[src/rtl/pfx_imm_unit.sv]
module pfx_imm_unit #(
  parameter int IMM_W   = 32,
  parameter int INSN_W  = 16,
  parameter int CHUNK_W = 12,
  parameter int SHORT_W = 4,
  parameter int LONG_W  = 12
) (
  input  logic              clk,
  input  logic              rst,
  input  logic              insn_valid_i,
  input  logic              stall_i,
  input  logic [1:0]        insn_cls_i,
  input  logic [INSN_W-1:0] insn_i,
  output logic [IMM_W-1:0]  imm_o,
  output logic              imm_valid_o,
  output logic              irq_block_o
);

  localparam logic [1:0] CLS_NONE  = 2'd0;
  localparam logic [1:0] CLS_PFX   = 2'd1;
  localparam logic [1:0] CLS_SHORT = 2'd2;
  localparam logic [1:0] CLS_BR    = 2'd3;

  logic [IMM_W-1:0] acc_q;
  logic             pend_q;

  wire                accept = insn_valid_i && !stall_i;
  wire [CHUNK_W-1:0]  chunk  = insn_i[CHUNK_W-1:0];
  wire [SHORT_W-1:0]  sfield = insn_i[SHORT_W-1:0];
  wire [LONG_W-1:0]   lfield = insn_i[LONG_W-1:0];

  logic unused_hi;
  assign unused_hi = &{1'b0, insn_i[INSN_W-1:LONG_W]};

  wire [IMM_W-1:0] acc_next = pend_q ? {acc_q[IMM_W-CHUNK_W-1:0], chunk}
                                     : {{(IMM_W-CHUNK_W){chunk[CHUNK_W-1]}}, chunk};
  wire [IMM_W-1:0] short_imm = pend_q ? {acc_q[IMM_W-SHORT_W-1:0], sfield}
                                      : {{(IMM_W-SHORT_W){sfield[SHORT_W-1]}}, sfield};
  wire [IMM_W-1:0] long_imm = pend_q ? {acc_q[IMM_W-LONG_W-1:0], lfield}
                                     : {{(IMM_W-LONG_W){lfield[LONG_W-1]}}, lfield};

  always_ff @(posedge clk) begin
    if (rst) begin
      acc_q       <= '0;
      pend_q      <= 1'b0;
      imm_o       <= '0;
      imm_valid_o <= 1'b0;
    end else begin
      imm_valid_o <= 1'b0;
      if (accept) begin
        case (insn_cls_i)
          CLS_PFX: begin
            acc_q  <= acc_next;
            pend_q <= 1'b1;
          end
          CLS_SHORT: begin
            imm_o       <= short_imm;
            imm_valid_o <= 1'b1;
            acc_q       <= '0;
            pend_q      <= 1'b0;
          end
          CLS_BR: begin
            imm_o       <= long_imm;
            imm_valid_o <= 1'b1;
            acc_q       <= '0;
            pend_q      <= 1'b0;
          end
          default: ;
        endcase
      end
    end
  end

  assign irq_block_o = pend_q;


  stall_hold_chk: assert property (@(posedge clk) disable iff (rst)
    stall_i |=> $stable(acc_q) && $stable(pend_q) && !imm_valid_o);


  pfx_no_strobe_chk: assert property (@(posedge clk) disable iff (rst)
    (accept && insn_cls_i == CLS_PFX) |=> !imm_valid_o && irq_block_o);


  clear_on_use_chk: assert property (@(posedge clk) disable iff (rst)
    imm_valid_o |-> !pend_q && acc_q == '0);


  plain_sext_chk: assert property (@(posedge clk) disable iff (rst)
    (accept && insn_cls_i == CLS_BR && !pend_q) |=>
      (imm_o[IMM_W-1:LONG_W-1] == '0 || imm_o[IMM_W-1:LONG_W-1] == '1));


  none_keeps_chk: assert property (@(posedge clk) disable iff (rst)
    (accept && insn_cls_i == CLS_NONE) |=> $stable(pend_q) && $stable(acc_q) && !imm_valid_o);

endmodule

[config.mk]
export PLATFORM = sky130hd
export DESIGN_NAME = pfx_imm_unit
export DESIGN_NICKNAME = d
export VERILOG_FILES = /design/src/rtl/pfx_imm_unit.sv
export SDC_FILE = /design/constraint.sdc
export NUM_CORES = 1
export LEC_CHECK = 0
export BUFFER_PORTS_ARGS = -buffer_cell sky130_fd_sc_hd__clkbuf_2
export CAP_MARGIN = 20
export CORE_ASPECT_RATIO = 1.4
export CORE_UTILIZATION = 45
export CTS_BUF_LIST = sky130_fd_sc_hd__clkbuf_4
export CTS_CLUSTER_DIAMETER = 100
export DETAILED_ROUTE_END_ITERATION = 7
export PLACE_DENSITY = 0.73
export SLEW_MARGIN = 20
export SYNTH_ARGS = -nofsm -noshare
export SYNTH_HDL_FRONTEND = slang
export SYNTH_SLANG_ARGS = --single-unit
export TNS_END_PERCENT = 10
[constraint.sdc]
create_clock -name clk -period 1.16 [get_ports clk]
set_input_delay 0.174 -clock clk [delete_from_list [all_inputs] [get_ports clk]]
set_output_delay 0.174 -clock clk [all_outputs]
set_load 0.005 [all_outputs]
==> results.md <==
- Status: finished with violations
- Failing checks: negative hold slack, negative setup slack
- Deepest clock path buffer count: 2
- DP HPWL: 4560 µm
- Hold Path Class: input pin to flop
- Largest net degree at the start of global routing: 34
- Critical path type: flop to primary output
- First-pass GRT wire length: 11200 µm
- RSZ-0062 raised after global routing: yes
- EDFF count, synth: 0
- Fmax: 827 MHz
- Nets: 390
- Worst-Skew Late Latency: 0.43 ns
- Filler Cell Count: 519
- Sequential fraction of the synthesis area: 45.9%
- CTS tree: done
- Syn Nets: 327
- Total die area: 0.00632 mm²
- Endpoint, Worst Hold: acc_q[9]
- Unique masters post-synth: 19
- Via count: 2617
- Register-to-register setup slack: -0.03 ns
- Slew HR: 77.3%
- Ant diodes: 0
- Fin Hold WS: -0.0164 ns
- # DRC: 0
- Buffers on Ports: 51
- Initial antenna violation count: 0
- Hold Path Depth: 3
- Critical path launch point type: flop
- CP most frequent cell: buf_6
- Peak VDD IR: 0.452 mV
- Hold Vio Cnt, Final: 1
- # rows: 33
- Tot Pwr: 4.06 mW
- Max Cap Violations: 0
- Crit share post-route: 104%
- Minimum clock period: 1.21 ns
- CP Capture Type: primary output
- Core Region: 0.00582 mm²
- Final setup viols: 26
- Yosys reg bits: 62
- Ys flop type: dfxtp_1
- Min-delay src: insn_i[9]
- CP required: 0.99 ns
- Vias in the first global route: 2365
- Initial DRC count: 309
- Drt wl/cell: 16.2 µm
- CP peak stage delay: 0.37 ns
- Slowest-stage cell, CP: dfxtp_4
- GPL Wtd Cong: 0.797
- Synth Instances: 305
- Avg Vias per Cell: 5.92
- Routed WL: 7170 µm
- IO Pins: 56
- H-tree Lvls: 3
- Slew Limit Fails: 0
- Num Clock Sinks: 62
- Setup ws final: -0.0491 ns
- Setup Skew: 0.0107 ns
- Ys async rst share: 0%
- CP cell instances: buf_6, buf_6
- Gr usage total: 24.0%
- Synth Area per Inst: 8.86 µm²
- Reg2reg start: irq_block_o
- Clk root buf: clkbuf_4
- Tightest Pin Transition: 0.340 ns
- Ys Warns: 0
- Most frequent cells in the layout: dfxtp_1 (61), clkbuf_2 (50), nand3_1 (48), nand2_1 (40)
- R2R depth: 5
- Share of cells above drive strength 1: 31.2%
- Critical path arrival: 1.04 ns
- Antenna viol nets, final: 0
- Mapped Area: 0.00270 mm²
- P per Cell Area: 1190 mW/mm²
- Congestion Overflow GR: 0
- Num CTS Buffers: 9
- Initial Util: 46.4%
- Worst Path Max Fanout: 8
- Synthesis-to-layout area growth: 26.7%
- Most common cell after layout, fill and taps aside: dfxtp_1
- Reg2reg end: acc_q[23]
- Die width: 67.5 µm
- Die Y: 93.7 µm
- Drt pass-1 iters: 7
- Leak Pwr: 1.33 nW
- Clock transition at path regs: 0.10 ns
==> cells in the mapped netlist (2+ instances only) <==
master    instances  share of area (%)
a21bo_2          16                5.9
a21oi_1          30                5.6
a22o_1            4                1.3
a32o_1           28                 10
buf_2            15                2.8
buf_4             2               0.56
buf_6             4                1.7
clkbuf_1         10                1.4
dfxtp_1          62                 46
nand2_1          40                5.6
nand2b_1         11                2.5
nand3_1          48                8.9
nor2b_1           2               0.46
o21ai_0          28                5.2
==> cell type report <==
| cell class | instances | area, µm² | area share (%) |
|---|---|---|---|
| flip-flops and latches | 62 | 1240 | 36.4 |
| repair buffers | 83 | 662 | 19.3 |
| multi-input cells | 212 | 1330 | 38.7 |
| well taps | 70 | 87.6 | 2.56 |
| clock buffers | 12 | 90.1 | 2.63 |
| clock inverters | 3 | 12.5 | 0.365 |
==> worst max path at each step <==
stage,start,endpoint,slack [ns]
after floorplan,irq_block_o,imm_o[18],-0.05
after global placement,irq_block_o,acc_q[24],-0.04
after detailed placement,irq_block_o,acc_q[24],-0.06
after CTS,irq_block_o,acc_q[24],-0.07
after global routing,irq_block_o,imm_o[12],-0.07
final,irq_block_o,irq_block_o,-0.05
==> where the power goes <==
part / internal (mW) / switching, mW
logic: 0.283 / 0.307
clock network: 0.485 / 0.762
registers: 2.19 / 0.0311
total: 2.96 / 1.10
==> sequential cells by signal (all words and copies together), names as in the netlist <==
register and flops:
acc_q 28, imm_o 32, imm_valid_o 1, irq_block_o 1
==> repair_timing <==
action,CTS,global route
pin swaps,0,13
hold endpoints to repair,11,1
cloned,0,2
hold buffers,8,1
setup endpoints to repair,36,36
resized for setup,1,15
setup buffers,0,1
==> worst max-delay path: cells and delay by family (launching register included) <==
family   cells  cell delay [ns]
flops        1             0.37
buf+inv      2             0.25
==> per-layer routing <==
| metal | wire (µm) | up-vias | GRT usage [%] |
|---|---|---|---|
| met4 | 244 | 0 | 13.1 |
| met3 | 398 | 16 | 4.49 |
| met5 | 0 | - | 0 |
| li1 | - | 1248 | - |
| met2 | 3580 | 106 | 36.6 |
| met1 | 2950 | 1247 | 31.0 |
==> cell families (layout without fill, tap and decap cells) <==
family                 Yosys count  count (layout)  share of synthesized area [%]
buffers and inverters           31              98                           6.39
DFF                             62              62                           45.9
AOI/OAI and AO/OA              106             106                           28.3
and+or+nand+nor                106             106                           19.4
==> metrics by stage <==
step	worst slack, ns	utilization, %	area [µm²]	cells	setup TNS, ns
after floorplan	-0.0489	-	2720	305	-0.684
after global placement	-0.0355	53.5	3110	415	-0.365
after detailed placement	-0.0642	53.5	3110	415	-1.21
after CTS	-0.0704	56.7	3300	438	-0.502
after global routing	-0.0749	58.8	3420	442	-1.97
final	-0.0491	58.8	3420	442	-0.387
Note: power is estimated with default switching activity, not from simulation.
